File: src/rtl/launch_pacer_pkg.sv
package launch_pacer_pkg;

    typedef enum logic {
        PACE_IDLE = 1'b0,
        PACE_HOLD = 1'b1
    } pace_state_e;

    // Minimum effective hold in source cycles.
    localparam int unsigned MIN_HOLD = 1;

    // Clamp a requested hold to at least one cycle.
    function automatic int unsigned clamp_hold(input int unsigned req);
        return (req < MIN_HOLD) ? MIN_HOLD : req;
    endfunction

endpackage

File: src/rtl/pacer_hold_timer.sv
module pacer_hold_timer
    import launch_pacer_pkg::*;
#(
    parameter int unsigned HOLD_W = 8
) (
    input  logic              clk,
    input  logic              rst,
    input  logic              accept,
    input  logic [HOLD_W-1:0] hold_req,
    output logic              ready
);
    localparam logic [HOLD_W-1:0] ONE = HOLD_W'(1);

    pace_state_e       state_q;
    logic [HOLD_W-1:0] remain_q;
    logic [HOLD_W-1:0] eff_hold;

    always_comb begin
        eff_hold = HOLD_W'(clamp_hold(int'(hold_req)));
    end

    always_ff @(posedge clk) begin
        if (rst) begin
            state_q  <= PACE_IDLE;
            remain_q <= '0;
        end else if (state_q == PACE_IDLE) begin
            if (accept && (eff_hold > ONE)) begin
                state_q  <= PACE_HOLD;
                remain_q <= eff_hold - ONE;
            end
        end else begin
            if (remain_q <= ONE) begin
                state_q  <= PACE_IDLE;
                remain_q <= '0;
            end else begin
                remain_q <= remain_q - ONE;
            end
        end
    end

    assign ready = (state_q == PACE_IDLE);

    // A multi-cycle hold must drop ready on the next cycle.
    assert_stall_after_accept_R3: assert property (@(posedge clk) disable iff (rst)
        (accept && (hold_req > ONE)) |=> !ready);
    // A hold of zero or one keeps ready high.
    assert_single_hold_ready_R5: assert property (@(posedge clk) disable iff (rst)
        (accept && (hold_req <= ONE)) |=> ready);
endmodule

File: src/rtl/pacer_launch_reg.sv
module pacer_launch_reg #(
    parameter int unsigned DATA_W = 16
) (
    input  logic              clk,
    input  logic              rst,
    input  logic              accept,
    input  logic [DATA_W-1:0] din,
    output logic [DATA_W-1:0] dout,
    output logic              strobe
);
    always_ff @(posedge clk) begin
        if (rst) begin
            dout   <= '0;
            strobe <= 1'b0;
        end else begin
            strobe <= accept;
            if (accept) dout <= din;
        end
    end

    // Output only moves together with a launch strobe.
    assert_quiet_output_R2: assert property (@(posedge clk) disable iff (rst)
        !strobe |-> $stable(dout));
    // Each strobe follows exactly one accept.
    assert_strobe_source_R1: assert property (@(posedge clk) disable iff (rst)
        accept |=> (strobe && dout == $past(din)));
endmodule

File: src/rtl/launch_pacer.sv
module launch_pacer
    import launch_pacer_pkg::*;
#(
    parameter int unsigned DATA_W = 16,
    parameter int unsigned HOLD_W = 8
) (
    input  logic              clk,
    input  logic              rst,
    input  logic              in_valid,
    output logic              in_ready,
    input  logic [DATA_W-1:0] in_data,
    input  logic [HOLD_W-1:0] in_hold,
    output logic [DATA_W-1:0] out_data,
    output logic              out_launch
);
    localparam int unsigned GAP_W = HOLD_W + 1;
    localparam logic [GAP_W-1:0] GAP_MAX = {GAP_W{1'b1}};

    logic accept;
    assign accept = in_valid && in_ready;

    pacer_hold_timer #(.HOLD_W(HOLD_W)) timer_i (
        .clk      (clk),
        .rst      (rst),
        .accept   (accept),
        .hold_req (in_hold),
        .ready    (in_ready)
    );

    pacer_launch_reg #(.DATA_W(DATA_W)) launch_i (
        .clk    (clk),
        .rst    (rst),
        .accept (accept),
        .din    (in_data),
        .dout   (out_data),
        .strobe (out_launch)
    );

    // Checker state: cycles since the last accept, and the hold it carried.
    logic [GAP_W-1:0]  gap_q;
    logic [HOLD_W-1:0] last_hold_q;
    logic              seen_q;

    always_ff @(posedge clk) begin
        if (rst) begin
            gap_q       <= '0;
            last_hold_q <= '0;
            seen_q      <= 1'b0;
        end else if (accept) begin
            gap_q       <= GAP_W'(1);
            last_hold_q <= HOLD_W'(clamp_hold(int'(in_hold)));
            seen_q      <= 1'b1;
        end else if (gap_q != GAP_MAX) begin
            gap_q <= gap_q + GAP_W'(1);
        end
    end

    // Launches are never closer than the previous effective hold.
    assert_min_gap_R3: assert property (@(posedge clk) disable iff (rst)
        (accept && seen_q) |-> (gap_q >= GAP_W'(last_hold_q)));
    // Stalled inputs leave the output untouched.
    assert_ignore_stalled_R6: assert property (@(posedge clk) disable iff (rst)
        (in_valid && !in_ready) |=> (!out_launch && $stable(out_data)));
    // Reset state.
    assert_reset_state_R8: assert property (@(posedge clk)
        $past(rst) |-> (out_data == '0 && !out_launch && in_ready));
endmodule

File: config.mk
export PLATFORM = sky130hd
export DESIGN_NAME = launch_pacer
export DESIGN_NICKNAME = d
export VERILOG_FILES = /design/src/rtl/launch_pacer_pkg.sv /design/src/rtl/pacer_hold_timer.sv /design/src/rtl/pacer_launch_reg.sv /design/src/rtl/launch_pacer.sv
export SDC_FILE = /design/constraint.sdc
export NUM_CORES = 1
export LEC_CHECK = 0
export BUFFER_PORTS_ARGS = -buffer_cell sky130_fd_sc_hd__buf_2
export CAP_MARGIN = 40
export CORE_ASPECT_RATIO = 1.4
export CORE_MARGIN = 4
export CORE_UTILIZATION = 30
export CTS_CLUSTER_DIAMETER = 200
export CTS_CLUSTER_SIZE = 28
export DETAILED_ROUTE_END_ITERATION = 16
export PLACE_DENSITY = 0.64
export RECOVER_POWER = 25
export SETUP_SLACK_MARGIN = 0.5
export SYNTH_ARGS = -nofsm -noshare
export SYNTH_HDL_FRONTEND = slang
export SYNTH_SLANG_ARGS = --single-unit
File: constraint.sdc
create_clock -name clk -period 2.1 [get_ports clk]
set_clock_uncertainty 0.2 [all_clocks]
set_input_delay 0.21 -clock clk [delete_from_list [all_inputs] [get_ports clk]]
set_output_delay 0.21 -clock clk [all_outputs]
set_load 0.05 [all_outputs]
# Word level (Yosys, flattened, before mapping)
# Index checks and enable logic that the tools add are counted.
[totals]
input_bits = 27
output_inout_bits = 18
regBits = 26
elab_cells = 20
[classes]
order_cmp = 3
mux = 7
reduce_logical = 3
bitwise = 1
n_addsub = 2
[ops]
columns = ["op", "n"]
rows = [
  ["2-to-1 mux 8 bit", 4],
  ["subtractor 8 x 1 -> 8 bit (second input constant)", 2],
  ["greater-than comparator 8 x 1 -> 1 bit (second input constant)", 1],
  ["<= comparator 8 x 1 -> 1 bit (second input constant)", 1],
  ["less-than comparator 8 x 1 -> 1 bit (second input constant)", 1],
  ["2-to-1 mux 1 bit", 3],
  ["logical AND 1 bit", 2],
  ["nonzero test 2 bit", 1],
  ["inverter 1 bit", 1],
]

# Depth between registers and ports, before layout
# Gate-level depths: netlist of the first run.
[logic_depth]
word_depth = 6
mapped_depth = 9
depth_no_buf = 9

# Hierarchy
# Synthesis of the first run repeated with hierarchy kept, for this count alone.
[hier_totals]
hier_cells = 149
hier_area_um2 = 1387.6
[modules_own_cells]
columns = ["mod", "seq_area_each_um2", "n_inst", "area_each_um2", "cells_each"]
rows = [
  ["pacer_hold_timer", 180.2, 1, 773.2, 94],
  ["pacer_launch_reg", 340.3, 1, 608.1, 54],
  ["launch_pacer", 0.0, 1, 6.3, 1],
]

# Worst setup path after synthesis of the first run
# Ideal clock, no wire load.
[synth_timing]
path_type = "input to register"
from = "input in_hold[6]"
to = "register timer_i.remain_q[6]"
cell_stages = 9
setup_slack_ps = -185
t_required_ps = 1772
t_arrival_ps = 1957
setup_ps = 128
n_path_buf = 0
cell_sequence = "nor4_4 a21o_1 inv_1 ha_1 or2_1 a31oi_1 nor2_2 a222oi_1 nor2_1"
[synth_via]
elab_chain_cells = 5
word_cells_on_any_way = 8
classes_between = "add/sub: 1; order compare: 2; mux: 3; reduce/logical: 2"
[synth_lines]
columns = ["item", "line_no", "text"]
rows = [
  ["from (decl)", "launch_pacer.sv:12", "input logic [HOLD_W-1:0] in_hold,"],
  ["less-than comparator 8 x 1 -> 1 bit", "-", ""],
  ["2-to-1 mux 8 bit *", "launch_pacer_pkg.sv:13", "return (req < MIN_HOLD) ? MIN_HOLD : req;"],
  ["subtractor 8 x 1 -> 8 bit / greater-than comparator 8 x 1 -> 1 bit (equally long branches)", "pacer_hold_timer.sv:29, pacer_hold_timer.sv:27", ""],
  ["2-to-1 mux 8 bit / logical AND 1 bit (equally long branches)", "pacer_hold_timer.sv:27", "if (accept && (eff_hold > ONE)) begin"],
  ["2-to-1 mux 8 bit / nonzero test 2 bit (equally long branches)", "-", ""],
  ["to (signal assigned)", "pacer_hold_timer.sv:29", "remain_q <= eff_hold - ONE;"],
  ["to (signal assigned)", "pacer_hold_timer.sv:36", "remain_q <= remain_q - ONE;"],
  ["to (decl)", "pacer_hold_timer.sv:15", "logic [HOLD_W-1:0] remain_q;"],
]
# Every way passes the cells marked *; elsewhere a longest branch is shown, timed or not. The select of a mux whose other input is x is not followed.
# A chain may end at the register's enable or synchronous reset.

# Worst setup path after layout of the first run
[layout_timing]
from = "register timer_i.remain_q[2]"
to = "register timer_i.remain_q[3]"
[layout_via]
elab_chain_cells = 3
word_cells_on_any_way = 4
classes_between = "add/sub: 1; order compare: 1; mux: 2"
[layout_lines]
columns = ["item", "line_no", "text"]
rows = [
  ["subtractor 8 x 1 -> 8 bit / <= comparator 8 x 1 -> 1 bit (equally long branches)", "pacer_hold_timer.sv:36, pacer_hold_timer.sv:32", ""],
  ["2-to-1 mux 8 bit *", "pacer_hold_timer.sv:32", "if (remain_q <= ONE) begin"],
  ["2-to-1 mux 8 bit *", "pacer_hold_timer.sv:26", "end else if (state_q == PACE_IDLE) begin"],
]
# Every way passes the cells marked *; elsewhere a longest branch is shown, timed or not.

==> out/qor.tcl, run 1 <==
set qor(synth_fa_ha_area_share_pct) 3.81
set qor(finalPower_mw) 1.51
set qor(antenna-diode-count) 0
set qor(detail_route.first_pass.iterations) 6
set qor(x_dimension_of_the_die_um) 63.9
set qor(synth-xor-area-share_pct) 2.00
set qor(drt_iter0_markers) 25
set qor(synth-async-reset-ratio_pct) 0
set qor(post-synth-top-area-fraction_pct) 39.6
set qor(synthTopCellsByArea) {sky130_fd_sc_hd__dfxtp_1 40%, sky130_fd_sc_hd__nand2_1 12%, sky130_fd_sc_hd__a21oi_1 8.8%}
set qor(die_area_um2) 5520
set qor(setup-tns-final_ns) 0
set qor(floorplan.initialDensity_pct) 31.0
set qor(timing.reg2reg.setup_slack_ns) 0.13
set qor(numCtsBuffers) 3
set qor(worstHoldPathCells) 5
set qor(postSynth.topFlopCell) {sky130_fd_sc_hd__dfxtp_1}
set qor(routed_wire_length_um) 3770
set qor(worst_reg2reg_startpoint) {timer_i.remain_q[2]}
set qor(worst_ep_arrival_time_ns) 1.91
set qor(layout_setup_ws_ns) 0.135
set qor(clock.fmax_mhz) 509
set qor(placed_cell_area_um2) 1770
set qor(synth_compound_gate_area_share_pct) 24.1
set qor(synth.area.mux_share_pct) 1.62
set qor(tritoncts) {done}
set qor(period_minus_slack_ns) 1.97
set qor(maxSlewHeadroom_pct) 58.9
set qor(hpwl_um) 2760
set qor(worstSetupStartpointType) {register}
set qor(post-place-cells) 287
set qor(worst_r2r_path_depth) 7
set qor(first_pass_grt_wire_length_um) 6560
set qor(power.density_cell_area_nw_per_um2) 713
set qor(post_synth_num_cell_types) 40
set qor(globalRouteOverflowTotal) 0
set qor(antenna_found_initial) 0
set qor(crit_path_max_fanout) 4
set qor(worst_hold_startpoint) {in_valid}
set qor(core.rowCount) 28
set qor(min_to) {timer_i.state_q}
set qor(final_hold_slack_ns) 0.163
set qor(root_buffer) {sky130_fd_sc_hd__clkbuf_8}
set qor(syn2layout_area_growth_pct) 61.1
set qor(core_area_um2) 4240
set qor(critical_path_required_ns) 2.04
set qor(via_count) 1485
set qor(globalRouteTotalUtil_pct) 14.5
set qor(tightestPinTransition_ns) 0.619
set qor(final.period_utilization_pct) 93.6
set qor(design.final.nets) 286
set qor(cellLeakagePower_nw) 0.916
set qor(synth-seq-area-share_pct) 39.6
set qor(cts.sinks) 26
set qor(report.final.hold_viol_count) 0
set qor(synth_top_cell_by_area) {sky130_fd_sc_hd__dfxtp_1}
set qor(timing.final.setup_violations) 0
set qor(die_h_um) 86.3
set qor(drc_errors) 0
set qor(synthesis.area_per_instance_um2) 7.82
set qor(synthesis.yosys.warnings) 0
set qor(synth_enable_flop_cells) 0
set qor(detail_route.wl_per_cell_um) 12.0
set qor(final_max_slew_viol_count) 0
set qor(timing.critical_path.to_type) {register}
set qor(largest_net_degree_at_the_start_of_global_routing) 27
set qor(yosys_register_bits) 26
set qor(grt_setup_unrepaired) {yes}
set qor(final_cell_count_no_fill) 314
set qor(numPortBuffers) 44
set qor(synth_area_um2) 1310
set qor(post-route-util_pct) 49.9
set qor(cap_violations) 0
set qor(netlist_instances) 168
set qor(route.detailed.vias_per_inst) 4.73
set qor(drtAntennaViolNets) 0
set qor(irDropWorstVdd_v) 0.000450
set qor(hold_path_class) {primary input to register}
set qor(drive_above_1_share_pct) 34.6
set qor(postSynthNetCount) 199
set qor(postLayoutCellArea_um2) 2120
set qor(grt_pass1_vias) 1524
set qor(yosys.area_share.simple_pct) 24.9
set qor(path_class) {register to register}
set qor(clock_path_buffers) 2
set qor(clock_insertion_delay_worst_skew_ns) 0.27
set qor(htree_levels) 1
set qor(outcome) {completed}
set qor(regToRegEndpoint) {timer_i.remain_q[3]}
set qor(routabilityCongestion) 0.866
set qor(dominant_combinational_cell_family_by_area_after_synthesis) {simple AND/OR/NAND/NOR gates}
set qor(worst_setup_timing_slack_at_the_placement_stage_ns) -0.141
set qor(floorplan.io_pins) 45
set qor(clock_pin_transition_on_the_worst_setup_and_hold_timing_paths_ns) 0.09
-- where the power goes --
part	switching [mW]	internal, mW
clock	0.156	0.255
sequential	0.0366	0.536
combinational	0.302	0.225
-- cells in the final DEF (no fill, tap or decap), types with 2 or more instances in the layout --
cell type	Yosys	routed
sky130_fd_sc_hd__nand2_1	41	41
sky130_fd_sc_hd__buf_2	0	32
sky130_fd_sc_hd__buf_4	0	27
sky130_fd_sc_hd__a21oi_1	23	23
sky130_fd_sc_hd__dfxtp_1	26	23
sky130_fd_sc_hd__dlygate4sd3_1	0	16
sky130_fd_sc_hd__nor2_1	13	13
sky130_fd_sc_hd__clkbuf_1	5	10
sky130_fd_sc_hd__inv_1	7	7
sky130_fd_sc_hd__nor3_1	5	4
sky130_fd_sc_hd__o21ai_1	6	4
sky130_fd_sc_hd__ha_1	4	3
sky130_fd_sc_hd__clkbuf_8	0	3
sky130_fd_sc_hd__buf_6	0	3
sky130_fd_sc_hd__nor4_4	1	2
sky130_fd_sc_hd__or2_4	0	2
sky130_fd_sc_hd__o21ai_2	0	2
sky130_fd_sc_hd__o31ai_1	2	2
sky130_fd_sc_hd__a31oi_1	3	2
sky130_fd_sc_hd__nor4_1	2	2
sky130_fd_sc_hd__xor2_1	2	2
sky130_fd_sc_hd__a211oi_1	2	2
sky130_fd_sc_hd__dfxtp_2	0	2
-- cells in the mapped netlist (2+ instances only) --
cell	count
sky130_fd_sc_hd__a211oi_1	2
sky130_fd_sc_hd__a21oi_1	23
sky130_fd_sc_hd__a22oi_1	2
sky130_fd_sc_hd__a31oi_1	3
sky130_fd_sc_hd__clkbuf_1	5
sky130_fd_sc_hd__dfxtp_1	26
sky130_fd_sc_hd__ha_1	4
sky130_fd_sc_hd__inv_1	7
sky130_fd_sc_hd__nand2_1	41
sky130_fd_sc_hd__nor2_1	13
sky130_fd_sc_hd__nor3_1	5
sky130_fd_sc_hd__nor4_1	2
sky130_fd_sc_hd__o21ai_1	6
sky130_fd_sc_hd__o31ai_1	2
sky130_fd_sc_hd__xor2_1	2
-- worst max path at each step --
stage	start	to	slack (ns)	cells past startpoint
floorplan	in_hold[3]	timer_i.remain_q[6]	-0.08	9
global placement	in_hold[3]	timer_i.remain_q[6]	-0.11	10
detailed placement	in_hold[3]	timer_i.remain_q[6]	-0.14	10
CTS	in_hold[6]	timer_i.remain_q[6]	0.17	10
global route	timer_i.remain_q[2]	timer_i.remain_q[7]	0.08	6
finish	timer_i.remain_q[2]	timer_i.remain_q[3]	0.13	7
-- metal layers --
metal  global-route usage, %  wire, um  up-vias
li1                        -         -      760
met1                    15.6      1490      673
met2                    26.9      1990       46
met3                    3.11       221        6
met4                    6.09        71        0
met5                       0         0        -
-- sequential cells by signal, summed over array words and instances, names as in the netlist --
| register | count |
|---|---|
| timer_i.remain_q | 8 |
| timer_i.state_q | 1 |
| launch_i.strobe | 1 |
| launch_i.dout | 16 |
-- critical path, stage by stage (launching register included) --
cell and delay (ns):
sky130_fd_sc_hd__dfxtp_2 0.33, sky130_fd_sc_hd__or4_4 0.56, sky130_fd_sc_hd__buf_6 0.16, sky130_fd_sc_hd__buf_4 0.13
sky130_fd_sc_hd__nor3_4 0.10, sky130_fd_sc_hd__o21ai_1 0.08, sky130_fd_sc_hd__a22oi_1 0.19, sky130_fd_sc_hd__a21oi_1 0.08
-- cell type report --
type | count | area [um2]
fill | 403 | 2120
timing repair buffer | 88 | 594
sequential | 26 | 527
clock buffer | 3 | 41.3
multi-input combinational | 128 | 820
clock inverter | 1 | 30.0
inverter | 8 | 30.0
tap | 60 | 75.1
-- timing repair --
action	4_1_cts	5_1_grt
resized for setup	10	9
setup buffers	6	1
cloned	0	0
hold buffers	16	0
endpoints found under the hold margin	16	0
endpoints found under the setup margin	9	23
pin swaps	16	10
-- logic make-up (layout without fill, tap and decap cells) --
family                   after synthesis  count (layout)
XOR/XNOR                               3               3
AND/OR/NAND/NOR                       70              70
buffers and inverters                 14             100
flip-flops                            26              26
multiplexers                           2               2
adder cells (fa/ha/maj)                4               4
AO/OA/AOI/OAI                         49              49
No activity file was read; power rests on OpenSTA's default activity.
==> run 2, diff against run 1 <==
PLACE_DENSITY = 0.62   (was 0.64)
clock period = 2.4 ns   (was 2.1 ns; I/O delays follow)
==> run 2 against run 1 <==
Effect of this change: largest power group unchanged; clock-buffer cell count unchanged; fmax increased by 3.5%; via count decreased by 2.2%; utilization decreased by 3.2 points.
==> out/qor.tcl, run 2 (synthesized netlist as in run 1, its figures left out) <==
set qor(final_cell_mix) {41 x sky130_fd_sc_hd__nand2_1, 30 x sky130_fd_sc_hd__buf_2, 23 x sky130_fd_sc_hd__dfxtp_1, 22 x sky130_fd_sc_hd__a21oi_1, 13 x sky130_fd_sc_hd__nor2_1}
set qor(irDropWorstVdd_v) 0.000394 ;# -12%
set qor(timing.final.setup_violations) 0 ;# unchanged
set qor(finalPower_mw) 1.28 ;# -15%
set qor(ff_latch_area_um2) 529 ;# +0.48%
set qor(biggestRegsByFlops) {launch_i.dout x16, timer_i.remain_q x8}
set qor(layout_setup_ws_ns) 0.501 ;# +0.367 ns
set qor(drtAntennaViolNets) 0 ;# unchanged
set qor(worst_reg2reg_startpoint) {timer_i.remain_q[2]}
set qor(mostFrequentLayoutCell) {sky130_fd_sc_hd__nand2_1}
set qor(clock.fmax_mhz) 527 ;# +3.5%
set qor(floorplan.initialDensity_pct) 31.0 ;# unchanged
set qor(routed_wire_length_um) 3760 ;# -0.29%
set qor(numCtsBuffers) 3 ;# unchanged
set qor(cellLeakagePower_nw) 0.823 ;# -10%
set qor(tritoncts) {done}
set qor(cell_internal_pwr_mw) 0.858 ;# -15%
set qor(root_buffer) {sky130_fd_sc_hd__clkbuf_8}
set qor(drt_iter0_markers) 50 ;# +100%
set qor(worstHoldPathCells) 3 ;# -2
set qor(cts.sinks) 26 ;# unchanged
set qor(post-place-cells) 273 ;# -4.9%
set qor(drive_above_1_share_pct) 30.9 ;# -3.7 points
set qor(timing.reg2reg.setup_slack_ns) 0.50 ;# +0.37 ns
set qor(worst_setup_timing_slack_at_the_placement_stage_ns) 0.114 ;# +0.255 ns
set qor(die_h_um) 86.3 ;# unchanged
set qor(route.detailed.vias_per_inst) 4.91 ;# +3.8%
set qor(maxSlewHeadroom_pct) 59.2 ;# +0.31 points
set qor(hold_path_class) {primary input to register}
set qor(globalRouteTotalUtil_pct) 13.4 ;# -1.1 points
set qor(numPortBuffers) 44 ;# unchanged
set qor(report.final.hold_viol_count) 0 ;# unchanged
set qor(via_count) 1453 ;# -2.2%
set qor(grt_setup_unrepaired) {yes}
set qor(final_max_slew_viol_count) 0 ;# unchanged
set qor(cap_violations) 0 ;# unchanged
set qor(post-route-util_pct) 46.8 ;# -3.2 points
set qor(first_pass_grt_wire_length_um) 6070 ;# -7.6%
set qor(regToRegEndpoint) {timer_i.remain_q[2]}
set qor(largest_net_degree_at_the_start_of_global_routing) 27 ;# unchanged
set qor(final_hold_slack_ns) 0.00574 ;# -0.157 ns
set qor(outcome) {completed}
set qor(clock_insertion_delay_worst_skew_ns) 0.27 ;# about the same
set qor(final_cell_count_no_fill) 296 ;# -5.7%
set qor(worst_ep_arrival_time_ns) 1.85 ;# -0.06 ns
set qor(final.period_utilization_pct) 79.1 ;# -14 points
set qor(antenna_found_initial) 0 ;# unchanged
set qor(fillerInstances) 433 ;# +7.4%
set qor(worst_hold_startpoint) {in_data[0]}
set qor(multi_input_area_um2) 815 ;# -0.61%
set qor(path_class) {register to register}
set qor(worst_r2r_path_depth) 6 ;# -1
set qor(worstSetupStartpointType) {register}
set qor(power_frac_clock_pct) 28.1 ;# +0.9 points
set qor(htree_levels) 1 ;# unchanged
set qor(hpwl_um) 2590 ;# -6.4%
set qor(routabilityCongestion) 0.817 ;# -5.6%
set qor(drc_errors) 0 ;# unchanged
set qor(floorplan.io_pins) 45 ;# unchanged
set qor(placed_cell_area_um2) 1670 ;# -5.7%
set qor(clock_path_buffers) 2 ;# unchanged
set qor(detail_route.wl_per_cell_um) 12.7 ;# +5.8%
set qor(die_area_um2) 5520 ;# unchanged
set qor(clock_pin_transition_on_the_worst_setup_and_hold_timing_paths_ns) 0.09 ;# about the same
set qor(critical_path_required_ns) 2.35 ;# +0.31 ns
set qor(power_frac_comb_pct) 33.0 ;# -1.9 points
set qor(flip_flop_count_of_the_largest_register_after_layout) 16 ;# unchanged
set qor(detail_route.first_pass.iterations) 4 ;# -2
set qor(switching_share_pct) 33.1 ;# +0.37 points
set qor(globalRouteOverflowTotal) 0 ;# unchanged
set qor(min_to) {launch_i.dout[0]}
set qor(grt_pass1_vias) 1387 ;# -9.0%
set qor(max_flop_register) {launch_i.dout}
set qor(timing.critical_path.to_type) {register}
set qor(seq_power_share_pct) 38.9 ;# +1.0 points
set qor(syn2layout_area_growth_pct) 50.9
set qor(setup-tns-final_ns) 0 ;# unchanged
set qor(postLayoutCellArea_um2) 1980 ;# -6.4%
set qor(period_minus_slack_ns) 1.90 ;# -0.0665 ns
set qor(tightestPinTransition_ns) 0.615 ;# -0.00461 ns
set qor(core.rowCount) 28 ;# unchanged
set qor(total_switching_power_mw) 0.425 ;# -14%
set qor(crit_path_max_fanout) 7 ;# +3
set qor(core_area_um2) 4240 ;# unchanged
set qor(antenna-diode-count) 0 ;# unchanged
set qor(x_dimension_of_the_die_um) 63.9 ;# unchanged
set qor(design.final.nets) 268 ;# -6.3%
set qor(power.density_cell_area_nw_per_um2) 648 ;# -9.2%
## run 2: repair_timing
action | CTS | global route
endpoints found under the hold margin | 12 | 0
pin swaps | 5 | 4
resized for setup | 10 | 13
buffers inserted | 6 | 1
setup endpoints to repair | 7 | 7
hold buffers | 12 | 0
## run 2: power groups by stage
stage / Clock, mW / Sequential (mW) / Combinational, mW
3_5_place_dp: 0 / 0.509 / 0.357
2_1_floorplan: 0 / 0.571 / 0.184
6_report: 0.361 / 0.499 / 0.423
3_3_place_gp: 0 / 0.508 / 0.354
4_1_cts: 0.371 / 0.497 / 0.394
5_1_grt: 0.388 / 0.504 / 0.462
## run 2: cell type report
class | instances | area share (%)
timing repair buffer | 70 | 23.3
clock inverter | 1 | 1.52
clock buffer | 3 | 2.08
inverter | 8 | 1.52
sequential | 26 | 26.7
tap | 60 | 3.79
multi-input combinational | 128 | 41.1
## run 2: worst max-delay path by stage
stage | startpoint | to | slack (ns)
2_1_floorplan | in_hold[3] | timer_i.remain_q[6] | 0.19
3_3_place_gp | in_hold[3] | timer_i.remain_q[4] | 0.14
3_5_place_dp | in_hold[3] | timer_i.remain_q[7] | 0.11
4_1_cts | timer_i.remain_q[2] | timer_i.remain_q[1] | 0.50
5_1_grt | in_hold[6] | timer_i.remain_q[6] | 0.43
6_report | timer_i.remain_q[2] | timer_i.remain_q[2] | 0.50
## run 2: metal layers
layer | GRT usage, % | vias up | wire [um]
met5 | 0 | - | 0
li1 | - | 725 | -
met4 | 7.27 | 0 | 157
met3 | 2.33 | 14 | 141
met2 | 23.5 | 46 | 1970
met1 | 15.4 | 668 | 1480
## run 2: worst max-delay path, cell delays in order (launching register included)
cell and delay (ns):
sky130_fd_sc_hd__dfxtp_4 0.37, sky130_fd_sc_hd__or4_4 0.60, sky130_fd_sc_hd__o31ai_4 0.20, sky130_fd_sc_hd__buf_6 0.16
sky130_fd_sc_hd__nor2_1 0.05, sky130_fd_sc_hd__o21ai_2 0.13, sky130_fd_sc_hd__a21oi_2 0.06
==> run 3, diff against run 2 <==
ABC_AREA = 1   (was default)
clock period = 1.8 ns   (was 2.4 ns; I/O delays follow)
==> run 3 against run 2 <==
Effect of this change: flip-flop and latch count did not move; cell count rose by 19%; final area is 17% higher; wire length up 4.5%; non-clock buffer count increased by 21; critical path depth rose by 4; worst setup slack got worse by 0.29 ns; first-iteration DRC count is 24% lower; sequential share of layout area fell by 4.0 points; power rose by 50%; via count is 7.6% higher; die area grew 3.6%; critical path type unchanged; highest routed layer unchanged.
==> out/qor.tcl, run 3 <==
set qor(outcome) {completed}
set qor(path_cells) {inv_4 > ha_4 > inv_2 > nand2_2 > nand2_2 > o21ai_4 > buf_6 > nor2_2 > nor3_2 > nor2_1}
set qor(synth-async-reset-ratio_pct) 0 ;# unchanged
set qor(hpwl_um) 2670 ;# +3.3%
set qor(synth_area_um2) 1370 ;# +4.0%
set qor(antenna-diode-count) 0 ;# unchanged
set qor(power.density_cell_area_nw_per_um2) 827 ;# +28%
set qor(route.detailed.vias_per_inst) 4.43 ;# -9.7%
set qor(path_buf_inv) 3 ;# +2
set qor(core.rowCount) 28 ;# unchanged
set qor(synth_top_cell_by_area) {sky130_fd_sc_hd__dfxtp_1}
set qor(cts.sinks) 26 ;# unchanged
set qor(drive_above_1_share_pct) 39.2 ;# +8.3 points
set qor(dr_wl_met3_um) 135 ;# -4.3%
set qor(grt_pass1_vias) 1616 ;# +17%
set qor(cellLeakagePower_nw) 1.08 ;# +31%
set qor(drt_iter0_markers) 38 ;# -24%
set qor(tightestPinTransition_ns) 0.615 ;# -0.0000868 ns
set qor(worstSetupStartpointType) {register}
set qor(irDropWorstVdd_v) 0.000558 ;# +42%
set qor(total_switching_power_mw) 0.685 ;# +61%
set qor(maxSlewHeadroom_pct) 59.2 ;# about the same
set qor(tritoncts) {done}
set qor(clock_pin_transition_on_the_worst_setup_and_hold_timing_paths_ns) 0.09 ;# about the same
set qor(finalPower_mw) 1.93 ;# +50%
set qor(x_dimension_of_the_die_um) 65.0 ;# +1.7%
set qor(floorplan.io_pins) 45 ;# unchanged
set qor(die_area_um2) 5710 ;# +3.6%
set qor(final_max_slew_viol_count) 0 ;# unchanged
set qor(power_frac_comb_pct) 39.0 ;# +6.0 points
set qor(post-route-util_pct) 54.0 ;# +7.3 points
set qor(crit_path_max_fanout) 4 ;# -3
set qor(critical_path_required_ns) 1.77 ;# -0.58 ns
set qor(max_flop_register) {launch_i.dout}
set qor(yosys.cell_count.top_type) {sky130_fd_sc_hd__nor2_1}
set qor(slowest_stage) {sky130_fd_sc_hd__dfxtp_4}
set qor(seq_power_share_pct) 36.3 ;# -2.6 points
set qor(syn2layout_area_growth_pct) 70.4
set qor(switching_share_pct) 35.6 ;# +2.4 points
set qor(timing.final.setup_violations) 0 ;# unchanged
set qor(crit_top_cell) {sky130_fd_sc_hd__nand2_2}
set qor(postSynth.topFlopCell) {sky130_fd_sc_hd__dfxtp_1}
set qor(yosys_register_bits) 26 ;# unchanged
set qor(htree_levels) 1 ;# unchanged
set qor(flip_flop_count_of_the_largest_register_after_layout) 16 ;# unchanged
set qor(die_h_um) 87.9 ;# +1.8%
set qor(first_pass_grt_wire_length_um) 6840 ;# +13%
set qor(post_synth_num_cell_types) 23 ;# -43%
set qor(fillerInstances) 427 ;# -1.4%
set qor(final_hold_slack_ns) 0.0591 ;# +0.0534 ns
set qor(cell_internal_pwr_mw) 1.24 ;# +45%
set qor(report.final.hold_viol_count) 0 ;# unchanged
set qor(design.final.nets) 325 ;# +21%
set qor(post-synth-top-area-fraction_pct) 38.1 ;# -1.5 points
set qor(period_minus_slack_ns) 1.59 ;# -0.311 ns
set qor(clock_path_buffers) 2 ;# unchanged
set qor(globalRouteOverflowTotal) 0 ;# unchanged
set qor(crit_family) {flip-flops}
set qor(cap_violations) 0 ;# unchanged
set qor(synthesis.area_per_instance_um2) 6.76 ;# -14%
set qor(detail_route.first_pass.iterations) 3 ;# -1
set qor(drtAntennaViolNets) 0 ;# unchanged
set qor(synthesis.yosys.warnings) 0 ;# unchanged
set qor(worst_ep_arrival_time_ns) 1.55 ;# -0.30 ns
set qor(drc_errors) 0 ;# unchanged
set qor(synth-seq-area-share_pct) 38.1 ;# -1.5 points
set qor(core_area_um2) 4310 ;# +1.7%
set qor(power_frac_clock_pct) 24.7 ;# -3.4 points
set qor(largest_net_degree_at_the_start_of_global_routing) 19 ;# -30%
set qor(postSynthNetCount) 233 ;# +17%
set qor(max_stage_delay_ns) 0.38 ;# -0.22 ns
set qor(antenna_found_initial) 0 ;# unchanged
set qor(final_cell_mix) {53 x sky130_fd_sc_hd__nor2_1, 29 x sky130_fd_sc_hd__buf_2, 28 x sky130_fd_sc_hd__buf_4, 23 x sky130_fd_sc_hd__dfxtp_1}
set qor(synth_commonest_cells) {61 x sky130_fd_sc_hd__nor2_1, 26 x sky130_fd_sc_hd__dfxtp_1, 22 x sky130_fd_sc_hd__o21ai_0}
set qor(netlist_instances) 202 ;# +20%
set qor(setup-tns-final_ns) 0 ;# unchanged
set qor(floorplan.initialDensity_pct) 31.7 ;# +0.72 points
set qor(route.layer.met1.wl_um) 1550 ;# +4.7%
set qor(final.period_utilization_pct) 88.2 ;# +9.1 points
set qor(top_signal_layer_used) {met4}
set qor(biggestRegsByFlops) {launch_i.dout x16, timer_i.remain_q x8}
set qor(clock.fmax_mhz) 630 ;# +20%
set qor(grt_setup_unrepaired) {yes}
set qor(detail_route.wl_per_cell_um) 11.1 ;# -12%
set qor(hold_path_class) {primary input to register}
set qor(via_count) 1564 ;# +7.6%
set qor(synth_enable_flop_cells) 0 ;# unchanged
set qor(root_buffer) {sky130_fd_sc_hd__clkbuf_8}
set qor(routed_wire_length_um) 3930 ;# +4.5%
set qor(timing.critical_path.to_type) {register}
set qor(routabilityCongestion) 0.775 ;# -5.2%
set qor(numCtsBuffers) 3 ;# unchanged
set qor(globalRouteTotalUtil_pct) 14.9 ;# +1.5 points
set qor(path_class) {register to register}
set qor(numPortBuffers) 44 ;# unchanged
set qor(clock_insertion_delay_worst_skew_ns) 0.27 ;# about the same
set qor(met2_wl_post_dr_um) 2160 ;# +9.6%
set qor(mostFrequentLayoutCell) {sky130_fd_sc_hd__nor2_1}
set qor(synthTopCellsByArea) {sky130_fd_sc_hd__dfxtp_1 38%, sky130_fd_sc_hd__nor2_1 17%, sky130_fd_sc_hd__o21ai_0 8.1%}
[run 3: changes by cell type in the layout (fill, tap and decap cells not counted), moves of 5 or more]
cell                            delta
sky130_fd_sc_hd__nand3_1           +7
sky130_fd_sc_hd__nand2_1          -23
sky130_fd_sc_hd__o21ai_0          +18
sky130_fd_sc_hd__a21oi_1          -17
sky130_fd_sc_hd__dlygate4sd3_1     +5
sky130_fd_sc_hd__nor2_1           +40
sky130_fd_sc_hd__buf_4            +16
sky130_fd_sc_hd__inv_4             +6
sky130_fd_sc_hd__nand4_1           +5
sky130_fd_sc_hd__nor2_2            +5
[run 3: per-stage QoR]
| stage | cell area (um2) | worst slack [ns] | cells |
|---|---|---|---|
| after detailed placement | 1820 | -0.0946 | 317 |
| after global placement | 1820 | -0.0255 | 317 |
| after CTS | 2240 | 0.288 | 348 |
| after floorplan | 1430 | 0.166 | 202 |
| final | 2330 | 0.212 | 353 |
| after global routing | 2330 | 0.119 | 353 |
[run 3: per-layer routing]
metal	GRT usage, %	up-vias
li1	-	830
met4	6.23	0
met5	0	-
met1	16.3	700
met2	28.4	28
met3	2.05	6
[run 3: cells by family after synthesis]
logic type	count (synthesis)	synth area share (%)
fa+ha+maj	4	3.66
simple gates	102	31.7
compound gates	41	16.0
flops	26	38.1
xor+xnor	4	2.56
buf+inv	25	7.97
[run 3: final cells by class]
type | count | area (um2) | area share [%]
repair buffers | 91 | 649 | 27.9
clock inverters | 1 | 30.0 | 1.29
clock buffers | 3 | 41.3 | 1.77
well taps | 60 | 75.1 | 3.22
inverters | 20 | 103 | 4.41
flip-flops and latches | 26 | 529 | 22.7
multi-input cells | 152 | 901 | 38.7
[run 3: worst register-to-register path, cell delays in order, from the launching register on]
cell                      delay [ns]
sky130_fd_sc_hd__dfxtp_4        0.38
sky130_fd_sc_hd__inv_4          0.06
sky130_fd_sc_hd__ha_4           0.14
sky130_fd_sc_hd__inv_2          0.04
sky130_fd_sc_hd__nand2_2        0.06
sky130_fd_sc_hd__nand2_2        0.08
sky130_fd_sc_hd__o21ai_4        0.18
sky130_fd_sc_hd__buf_6          0.13
sky130_fd_sc_hd__nor2_2         0.04
sky130_fd_sc_hd__nor3_2         0.14
sky130_fd_sc_hd__nor2_1         0.05
[run 3: final timing paths]
| kind | from | endpoint | slack, ns | cells after the start |
|---|---|---|---|---|
| setup reg to reg | timer_i.remain_q[0] | timer_i.remain_q[2] | 0.21 | 10 |
| setup / recovery | timer_i.remain_q[0] | timer_i.remain_q[2] | 0.21 | 10 |
| hold reg to reg | launch_i.dout[2] | launch_i.dout[2] | 0.29 | 2 |
| hold / removal | in_valid | launch_i.strobe | 0.06 | 3 |
[run 3: repair_timing]
item,in CTS,in global routing
gates cloned,1,0
setup buffers,10,4
endpoints found under the hold margin,19,3
gates resized for setup,31,23
setup endpoints to repair,26,31
hold buffers,16,1
pin swaps,23,14
[run 3: power groups by stage]
| stage | Clock, mW | Sequential (mW) | Combinational, mW |
|---|---|---|---|
| after floorplan | 0 | 0.813 | 0.314 |
| after global placement | 0 | 0.699 | 0.577 |
| after detailed placement | 0 | 0.700 | 0.583 |
| after CTS | 0.495 | 0.694 | 0.687 |
| after global routing | 0.512 | 0.707 | 0.830 |
| final | 0.475 | 0.698 | 0.752 |
